<file path="src/rtl/vsf_pkg.sv">
package vsf_pkg;
    typedef enum logic [1:0] {
        S_IDLE,
        S_WAIT_EDGE,
        S_WAIT_MID,
        S_ACTIVE
    } vsf_state_e;
endpackage

</file>
<file path="src/rtl/vsf_line_meter.sv">
module vsf_line_meter #(
    parameter int CW = 12
) (
    input  logic          clk,
    input  logic          rst_n,
    input  logic          hsync_i,
    output logic          hs_rise_o,
    output logic          mid_tick_o,
    output logic [CW-1:0] off_o,
    output logic [CW-1:0] len_o
);
    localparam logic [CW-1:0] POS_MAX = '1;

    logic          hs_q;
    logic          seen_q;
    logic [CW-1:0] pos_q;
    logic [CW-1:0] len_q;

    assign hs_rise_o  = hsync_i & ~hs_q;
    assign off_o      = hs_rise_o ? '0 : pos_q + 1'b1;
    assign len_o      = len_q;
    assign mid_tick_o = (len_q != '0) && !hs_rise_o && (off_o == (len_q >> 1));

    always_ff @(posedge clk or negedge rst_n) begin
        if (!rst_n) begin
            hs_q   <= 1'b0;
            seen_q <= 1'b0;
            pos_q  <= '0;
            len_q  <= '0;
        end else begin
            hs_q <= hsync_i;
            if (hs_rise_o) begin
                pos_q  <= '0;
                seen_q <= 1'b1;
                if (seen_q) len_q <= pos_q + 1'b1;
            end else if (pos_q != POS_MAX) begin
                pos_q <= pos_q + 1'b1;
            end
        end
    end
endmodule

</file>
<file path="src/rtl/vsf_gap_counter.sv">
module vsf_gap_counter #(
    parameter int MIN_GAP = 64
) (
    input  logic clk,
    input  logic rst_n,
    input  logic hs_rise_i,
    input  logic accept_i,
    output logic gap_ok_o
);
    localparam int GW = $clog2(MIN_GAP + 1);
    localparam logic [GW-1:0] GAP_FULL = GW'(MIN_GAP);

    logic [GW-1:0] gap_q;

    assign gap_ok_o = (gap_q >= GAP_FULL);

    always_ff @(posedge clk or negedge rst_n) begin
        if (!rst_n) begin
            gap_q <= GAP_FULL;
        end else if (accept_i) begin
            gap_q <= '0;
        end else if (hs_rise_i && gap_q < GAP_FULL) begin
            gap_q <= gap_q + 1'b1;
        end
    end

    AST_GAP_BOUND: assert property (@(posedge clk) disable iff (!rst_n)
        gap_q <= GAP_FULL);
endmodule

</file>
<file path="src/rtl/vsf_span_meter.sv">
module vsf_span_meter #(
    parameter int DW = 16
) (
    input  logic          clk,
    input  logic          rst_n,
    input  logic          start_i,
    input  logic          vsync_i,
    output logic          run_o,
    output logic [DW-1:0] len_o
);
    localparam logic [DW-1:0] LEN_MAX = '1;

    logic          run_q;
    logic [DW-1:0] len_q;

    assign run_o = run_q;
    assign len_o = len_q;

    always_ff @(posedge clk or negedge rst_n) begin
        if (!rst_n) begin
            run_q <= 1'b0;
            len_q <= '0;
        end else if (start_i) begin
            run_q <= 1'b1;
            len_q <= DW'(1);
        end else if (run_q) begin
            if (!vsync_i)              run_q <= 1'b0;
            else if (len_q != LEN_MAX) len_q <= len_q + 1'b1;
        end
    end

    AST_SPAN_NONZERO: assert property (@(posedge clk) disable iff (!rst_n)
        run_q |-> (len_q != '0));
endmodule

</file>
<file path="src/rtl/vsync_field_filter.sv">
module vsync_field_filter
    import vsf_pkg::*;
#(
    parameter int CW      = 12,
    parameter int DW      = 16,
    parameter int DURW    = 8,
    parameter int MIN_GAP = 64
) (
    input  logic            clk,
    input  logic            rst_n,
    input  logic            hsync_i,
    input  logic            vsync_i,
    input  logic            filt_en_i,
    input  logic            dur_en_i,
    input  logic [DURW-1:0] dur_lines_i,
    input  logic [CW-1:0]   sep_thresh_i,
    output logic            vsync_o,
    output logic            field_o
);
    localparam logic [DW-1:0] OUT_MAX = '1;

    function automatic logic odd_field(input logic [CW-1:0] off,
                                       input logic [CW-1:0] thr,
                                       input logic [CW-1:0] len);
        logic [CW:0] rel, qtr, half, three;
        rel   = (off >= thr) ? ({1'b0, off} - {1'b0, thr})
                             : ({1'b0, off} + {1'b0, len} - {1'b0, thr});
        qtr   = {1'b0, len} >> 2;
        half  = {1'b0, len} >> 1;
        three = half + qtr;
        return (rel >= qtr) && (rel < three);
    endfunction

    logic            hs_rise, mid_tick;
    logic [CW-1:0]   off, line_len;
    logic            gap_ok, in_run;
    logic [DW-1:0]   in_len;
    logic            vs_q, vs_rise, accept;
    logic            line_evt, pulse_end;
    vsf_state_e      state_q, state_d;
    logic            vs_r, field_r, pend_q;
    logic [DW-1:0]   out_cnt;
    logic [DURW-1:0] line_cnt;

    vsf_line_meter #(.CW(CW)) u_line (
        .clk(clk), .rst_n(rst_n), .hsync_i(hsync_i),
        .hs_rise_o(hs_rise), .mid_tick_o(mid_tick), .off_o(off), .len_o(line_len)
    );

    vsf_gap_counter #(.MIN_GAP(MIN_GAP)) u_gap (
        .clk(clk), .rst_n(rst_n), .hs_rise_i(hs_rise), .accept_i(accept), .gap_ok_o(gap_ok)
    );

    vsf_span_meter #(.DW(DW)) u_span (
        .clk(clk), .rst_n(rst_n), .start_i(accept), .vsync_i(vsync_i),
        .run_o(in_run), .len_o(in_len)
    );

    assign vs_rise   = vsync_i & ~vs_q;
    assign accept    = filt_en_i && (state_q == S_IDLE) && vs_rise && gap_ok;
    assign line_evt  = field_r ? mid_tick : hs_rise;
    assign pulse_end = dur_en_i
        ? (line_evt && ({1'b0, line_cnt} + 1'b1 >= {1'b0, dur_lines_i}))
        : (!in_run && out_cnt >= in_len);

    always_comb begin
        state_d = state_q;
        if (!filt_en_i) begin
            state_d = S_IDLE;
        end else begin
            unique case (state_q)
                S_IDLE:      if (accept)    state_d = S_WAIT_EDGE;
                S_WAIT_EDGE: if (hs_rise)   state_d = pend_q ? S_WAIT_MID : S_ACTIVE;
                S_WAIT_MID:  if (mid_tick)  state_d = S_ACTIVE;
                S_ACTIVE:    if (pulse_end) state_d = S_IDLE;
            endcase
        end
    end

    always_ff @(posedge clk or negedge rst_n) begin
        if (!rst_n) begin
            state_q <= S_IDLE;
            vs_q    <= 1'b0;
        end else begin
            state_q <= state_d;
            vs_q    <= vsync_i;
        end
    end

    always_ff @(posedge clk or negedge rst_n) begin
        if (!rst_n) begin
            vs_r     <= 1'b0;
            field_r  <= 1'b0;
            pend_q   <= 1'b0;
            out_cnt  <= '0;
            line_cnt <= '0;
        end else begin
            if (accept) pend_q <= odd_field(off, sep_thresh_i, line_len);
            if (state_q != S_ACTIVE && state_d == S_ACTIVE) begin
                vs_r     <= 1'b1;
                field_r  <= pend_q;
                out_cnt  <= DW'(1);
                line_cnt <= '0;
            end else if (state_q == S_ACTIVE) begin
                if (state_d != S_ACTIVE) begin
                    vs_r <= 1'b0;
                end else begin
                    if (out_cnt != OUT_MAX) out_cnt <= out_cnt + 1'b1;
                    if (line_evt)           line_cnt <= line_cnt + 1'b1;
                end
            end
        end
    end

    assign vsync_o = filt_en_i ? vs_r : vsync_i;
    assign field_o = filt_en_i & field_r;

    AST_DIS_IDLE: assert property (@(posedge clk) disable iff (!rst_n)
        !filt_en_i |=> (state_q == S_IDLE));
    AST_FIELD_HOLD: assert property (@(posedge clk) disable iff (!rst_n)
        !$stable(field_r) |-> $rose(vs_r));
    AST_F0_ON_EDGE: assert property (@(posedge clk) disable iff (!rst_n)
        ($rose(vs_r) && !field_r) |-> $past(hs_rise));
    AST_F1_ON_MID: assert property (@(posedge clk) disable iff (!rst_n)
        ($rose(vs_r) && field_r) |-> $past(mid_tick));
    AST_GAP_REJECT: assert property (@(posedge clk) disable iff (!rst_n)
        (state_q == S_IDLE && filt_en_i && vs_rise && !gap_ok) |=> (state_q == S_IDLE));
endmodule

</file>
<file path="config.mk">
export PLATFORM = sky130hd
export DESIGN_NAME = vsync_field_filter
export DESIGN_NICKNAME = d
export VERILOG_FILES = /design/src/rtl/vsf_pkg.sv /design/src/rtl/vsf_line_meter.sv /design/src/rtl/vsf_gap_counter.sv /design/src/rtl/vsf_span_meter.sv /design/src/rtl/vsync_field_filter.sv
export SDC_FILE = /design/constraint.sdc
export NUM_CORES = 1
export LEC_CHECK = 0
export ABC_AREA = 1
export CAP_MARGIN = 25
export CORE_UTILIZATION = 50
export DETAILED_ROUTE_END_ITERATION = 7
export GPL_ROUTABILITY_DRIVEN = 0
export PLACE_DENSITY = 0.72
export SLEW_MARGIN = 20
export SYNTH_ARGS = -nofsm -noshare
export SYNTH_HDL_FRONTEND = slang
export SYNTH_SLANG_ARGS = --single-unit
</file>
<file path="constraint.sdc">
create_clock -name clk -period 4.65 [get_ports clk]
set_input_delay 0.465 -clock clk [delete_from_list [all_inputs] [get_ports clk]]
set_output_delay 0.465 -clock clk [all_outputs]
set_load 0.02 [all_outputs]
</file>
## Word level (Yosys, flattened, before mapping)

Index checks and enable logic that the tools add are counted.

- Register bits: 80
- Latch bits: 0
- Bits in writable memories: 0
- Bits in read-only memories: 0
- Input port bits: 26
- Output and inout port bits: 2
- Word-level logic and storage cells: 109
- Memories kept: 0

- Add/sub/neg operators: 10
- Multipliers: 0
- Div/mod/pow operators: 0
- Order comparisons: 7
- Equal/unequal tests: 11
- Shifts and indexed selects: 0
- Multiplexer cells: 34
- Bitwise logic cells: 5
- Reductions and logical operators: 28

Operators with widths:

| kind | number |
|---|---|
| $mux W16 | 8 |
| $mux W12 | 3 |
| $add A16 B1 Y16 const B | 2 |
| $mux W8 | 4 |
| $ne A16 B16 Y1 const B | 2 |
| $reduce_bool A2 Y1 | 9 |
| $ge A16 B16 Y1 | 1 |
| $mux W7 | 2 |
| $add A12 B12 Y13 | 1 |
| $ge A13 B10 Y1 | 1 |
| $lt A13 B12 Y1 | 1 |
| $mux W13 | 1 |
| $sub A12 B12 Y13 | 1 |
| $sub A13 B12 Y13 | 1 |
| $add A11 B10 Y12 | 1 |
| $add A12 B1 Y12 const B | 1 |
| $eq A12 B11 Y1 | 1 |
| $ge A12 B12 Y1 | 1 |
| $ne A12 B12 Y1 const B | 1 |
| $reduce_bool A12 Y1 | 1 |
| $logic_and A1 B1 Y1 | 10 |
| $mux W1 | 10 |
| $mux W2 | 5 |
| $add A8 B1 Y9 const B | 1 |
| 15 further kinds | 26 |

## Longest topological paths before layout

- Depth after elaboration: 15
- Gate-level depth with buffers: 29
- Depth with buffers taken out: 29

## Modules after synthesis

From an unflattened synthesis, not the netlist that was laid out.

- Cells, all modules: 1,207
- Area total of the unflattened synthesis: 8,229.1 um^2

Modules (own cells, without submodules):

| module | times used | cells each | area each (um^2) | sequential area each (um^2) |
|---|---|---|---|---|
| vsync_field_filter | 1 | 793 | 5,165.0 | 750.7 |
| vsf_line_meter | 1 | 223 | 1,585.3 | 650.6 |
| vsf_span_meter | 1 | 141 | 1,083.5 | 425.4 |
| vsf_gap_counter | 1 | 50 | 395.4 | 176.4 |

## Worst setup path before layout

OpenSTA, ideal clock, no wires.

- Path kind: input port to flip-flop
- Start point: input port hsync_i
- End point: register pend_q
- Setup time: 116 ps
- Data arrival time: 4,183 ps
- Slack: 351 ps
- Cell stages on the path: 24
- Path buffers: 1
- Cells stage by stage: nand2_1 > clkbuf_1 > inv_1 > nor2_1 > inv_1 > fa_1 > fa_1 > o221ai_1 > a21oi_1 > nor2_1 > nor2_1 > xor2_1 > o21ai_0 > ha_1 > a21oi_1 > nor2_1 > nor2_1 > nand4_1 > a21oi_1 > nand3_1 > nor2_1 > nor2_1 > nand2_1 > nand2_1

- Cells in the longest elaborated chain, start to end: 7

Ends and longest elaborated chain:

| element | line | RTL |
|---|---|---|
| from (decl) | vsync_field_filter.sv:11 | `input logic hsync_i,` |
| $and A1 B1 Y1 (*) | vsf_line_meter.sv:19 | `assign hs_rise_o = hsync_i & ~hs_q;` |
| $mux W12 (*) | vsf_line_meter.sv:20 | `assign off_o = hs_rise_o ? '0 : pos_q + 1'b1;` |
| via off[1] | vsync_field_filter.sv:35 | `logic [CW-1:0] off, line_len;` |
| $add A12 B12 Y13 | vsync_field_filter.sv:27 | `: ({1'b0, off} + {1'b0, len} - {1'b0, thr});` |
| $sub A13 B12 Y13 | vsync_field_filter.sv:27 |  |
| $mux W13 (*) | vsync_field_filter.sv:26 | `rel = (off >= thr) ? ({1'b0, off} - {1'b0, thr})` |
| $ge A13 B10 Y1 or $lt A13 B12 Y1 (tied branches) | vsync_field_filter.sv:31 | `return (rel >= qtr) && (rel < three);` |
| $logic_and A1 B1 Y1 (*) | vsync_field_filter.sv:31 |  |
| to (signal assigned) | vsync_field_filter.sv:98 | `if (accept) pend_q <= odd_field(off, sep_thresh_i, line_len);` |
| to (decl) | vsync_field_filter.sv:41 | `logic vs_r, field_r, pend_q;` |

Mark *: on every way through the listed nets, which the timed path passes. The rest lies on a longest branch.
A chain may end at the register's enable or synchronous reset.

## Final worst setup path

- Start point: register u_line.pos_q[1]
- End point: register pend_q

- Cells in the longest elaborated chain, start to end: 7

Ends and longest elaborated chain:

| element | line | RTL |
|---|---|---|
| from (decl) | vsf_line_meter.sv:16 | `logic [CW-1:0] pos_q;` |
| from (signal assigned) | vsf_line_meter.sv:37 | `pos_q <= pos_q + 1'b1;` |
| $add A12 B1 Y12 (*) | vsf_line_meter.sv:20 |  |
| $mux W12 (*) | vsf_line_meter.sv:20 |  |
| $add A12 B12 Y13 | vsync_field_filter.sv:27 |  |
| $sub A13 B12 Y13 | vsync_field_filter.sv:27 |  |
| $mux W13 (*) | vsync_field_filter.sv:26 |  |
| $ge A13 B10 Y1 or $lt A13 B12 Y1 (tied branches) | vsync_field_filter.sv:31 |  |
| $logic_and A1 B1 Y1 (*) | vsync_field_filter.sv:31 |  |

Mark *: on every way between the ends. The rest lies on a longest branch, timed or not.

==> flow_metrics.tcl <==
set metrics [dict create \
    critPathKind "register to register" \
    start_util_pct 51.2 \
    synth_fp_nets 1173 \
    drcViolationCount 0 \
    end_kind "register" \
    slew_headroom_pct 47.5 \
    crit_buf_inv 2 \
    rrSetupSlack_ns 0.32 \
    ys_types 49 \
    cp_data_required_time_ns 4.94 \
    min_period_over_period_pct 93.1 \
    finClkSkew_ns 0.00845 \
    fill_cells 1345 \
    tightest_slew_ns 0.785 \
    ys_warn_count 0 \
    die_area_mm2 0.0154 \
    async_reset_ff_share_pct 100 \
    dp_cells 1259 \
    start_kind "register" \
    firstDrtPassIters 6 \
    setup_violations 0 \
    fp.dieH_um 124 \
    drt-total-wl_mm 17.7 \
    grt.overflow.total 0 \
    crit_family "adder cells" \
    worstPathArrival_ns 4.62 \
    routed.top_layer "met4" \
    fin_ws_ns 0.320 \
    h-tree-depth 3 \
    synth_top_area_cell "dfrtp_1" \
    die_w_um 124 \
    synthesis.instances 1039 \
    antenna_cells 0 \
    ys_ff_latch 80 \
    r2r-start "u_line.pos_q[1]$_DFFE_PN0P_" \
    vias_per_cell 5.26 \
    p_leak_nw 4.60 \
    holdCritPathClass "input pin to asynchronous set/reset pin" \
    fin_crit_ns 4.33 \
    io_pins 28 \
    ctsHoldBuffers 0 \
    cp_cell_sequence "ha_2, nand2_1, nor2_4, nand2_2, nand3_1, buf_4, fa_1, inv_1, ha_1, a21oi_1, o21ai_0, a21oi_1, o21ai_0, nand2_1, nand2_1, a21oi_1, xor2_1, mux2i_1, ha_1, a211oi_1, nand2_1, nor2_1, nand2_1, nand2_1" \
    timing.final.hold_violations 0 \
    cpPeakStageDelay_ns 0.51 \
    cts_tree "built" \
    outcome "finished, final reports clean" \
    power-per-cell-area_mw_per_mm2 390 \
    cts_buffers 9 \
    yosys-top-cells-area "dfrtp_1, ha_1, nand2_1" \
    yosysTopAreaCellShare_pct 26.6 \
    grt_max_degree 81 \
    fp-row-count 44 \
    wl_met1_mm 8.03 \
    clk_latency_ns 0.35 \
    syn_area_per_cell_um2 7.17 \
    dp_hpwl_mm 14.0 \
    synth_flop_cell "dfrtp_1" \
    numPortBuffers 27 \
    layout.nets 1222 \
    clock_path_buffers 2 \
    dr_wl_met2_mm 8.48 \
    drive_gt1_share_pct 5.86 \
    grt_usage_pct 24.5 \
    maxCapViolCount 0 \
    maxClockFrequency_mhz 231 \
    slowest_stage "fa_1" \
    wl_met3_um 661 \
    area_growth_pct 12.7 \
    cp_common_cell "nand2_1" \
    drt_iter0_markers 494 \
    syn_area_mm2 0.00744 \
    layoutNonFillerInstCount 1277 \
    grt_pass1_wl_mm 29.4 \
    via_count 6711 \
    grt_antenna_before_repair 0 \
    final_max_slew_viol_count 0 \
    r2r_cells 24 \
    drtAntennaViolNets 0 \
    worst-path-max-fanout 5 \
    coreArea_mm2 0.0145 \
    final_common_cell "nand2_1" \
    ir_drop_v 0.000219 \
    crit-reg2reg-capture "pend_q$_DFFE_PN0P_" \
    multiInputGateArea_mm2 0.00472 \
    synth-edff-count 0 \
    clkTransAtPathRegs_ns 0.06 \
    regArea_mm2 0.00200 \
    place_ws_ns 0.0483 \
    seq_area_frac_synth_pct 26.9 \
    cts_num_sinks 80 \
    routedWlPerCell_um 13.8 \
    cts_root_buf "clkbuf_16" \
    grt_pass1_vias 6305 \
    most-common-layout-cells "nand2_1, inv_1, ha_1, a21oi_1, nor2_1" \
]
==> cells by family (layout without fill, tap and decap cells) <==
group	after synthesis	in the layout	synth area share [%]
simple gates	456	456	26.4
buf+inv	190	244	9.82
compound gates	161	161	12.1
fa+ha+maj	108	108	19.6
flops	80	80	26.9
xor+xnor	42	42	4.94
mux	2	2	0.269
==> routing by layer <==
| metal | vias up | track usage (%) |
|---|---|---|
| li1 | 3487 | - |
| met1 | 3067 | 31.4 |
| met2 | 123 | 41.1 |
| met3 | 34 | 4.76 |
| met4 | 0 | 8.33 |
| met5 | - | 0 |
==> cell type report <==
cell class                      instances  area share, %
Clock buffer                           10           2.85
Clock inverter                          6          0.805
Inverter                              177           7.92
Multi-Input combinational cell        769           56.3
Sequential cell                        80           23.9
Tap cell                              184           2.74
Timing Repair Buffer                   51           5.53
==> worst register-to-register path: stages (launching register included) <==
cell and delay (ns):
dfrtp_1 0.42, ha_2 0.22, nand2_1 0.12, nor2_4 0.06, nand2_2 0.12, nand3_1 0.11
buf_4 0.17, fa_1 0.51, inv_1 0.05, ha_1 0.34, a21oi_1 0.19, o21ai_0 0.10
a21oi_1 0.29, o21ai_0 0.21, nand2_1 0.12, nand2_1 0.06, a21oi_1 0.16, xor2_1 0.18
mux2i_1 0.12, ha_1 0.22, a211oi_1 0.22, nand2_1 0.09, nor2_1 0.09, nand2_1 0.05
nand2_1 0.05
==> flip-flops by register name, summed over array words and instances (netlist names) <==
name,flops
u_line.hs_q,1
out_cnt,16
u_line.len_o,12
field_r,1
u_gap.gap_q,7
u_span.len_o,16
state_q,2
u_span.run_o,1
vs_r,1
u_line.seen_q,1
u_line.pos_q,12
vs_q,1
pend_q,1
line_cnt,8
==> through the flow <==
step | cell area [um2] | util, % | TNS [ns] | total power [mW] | hold slack (ns)
final | 8390 | 57.7 | 0 | 3.28 | 0.152
after global routing | 8390 | 57.7 | -0.0241 | 3.63 | 0.206
after CTS | 8360 | 57.5 | 0 | 3.28 | 0.348
after detailed placement | 8050 | 55.4 | 0 | 2.53 | 0.459
after global placement | 8050 | 55.4 | 0 | 2.50 | 0.455
after floorplan | 7440 | - | 0 | 2.12 | 0.169
==> worst max path at each step <==
stage	from	end	slack, ns	cells after the start
global placement	hsync_i	pend_q$_DFFE_PN0P_	0.10	26
detailed placement	hsync_i	pend_q$_DFFE_PN0P_	0.05	24
global route	u_line.pos_q[1]$_DFFE_PN0P_	pend_q$_DFFE_PN0P_	-0.02	28
floorplan	hsync_i	pend_q$_DFFE_PN0P_	0.35	24
CTS	u_line.pos_q[1]$_DFFE_PN0P_	pend_q$_DFFE_PN0P_	0.17	25
finish	u_line.pos_q[1]$_DFFE_PN0P_	pend_q$_DFFE_PN0P_	0.32	24
==> where the power goes <==
part	switching, mW	internal (mW)	total [mW]
Combinational	0.986	0.692	1.68
Clock	0.307	0.432	0.739
Sequential	0.0818	0.777	0.859
==> cell usage after synthesis (7+ instances only) <==
cell type,instances
clkbuf_1,7
xnor2_1,13
nor2_1,82
ha_1,94
a21oi_1,84
a211oi_1,8
nor4_1,7
nor3_1,15
fa_1,14
inv_1,173
xor2_1,29
nand3_1,57
o21ai_0,43
nand4_1,29
nand2_1,245
dfrtp_1,79
==> what timing repair did <==
action | 4_1_cts | 5_1_grt
endpoints found under the hold margin | 0 | 0
setup buffers | 0 | 2
endpoints found under the setup margin | 0 | 1
resized for setup | 0 | 5
(Power assumes the default switching activity.)
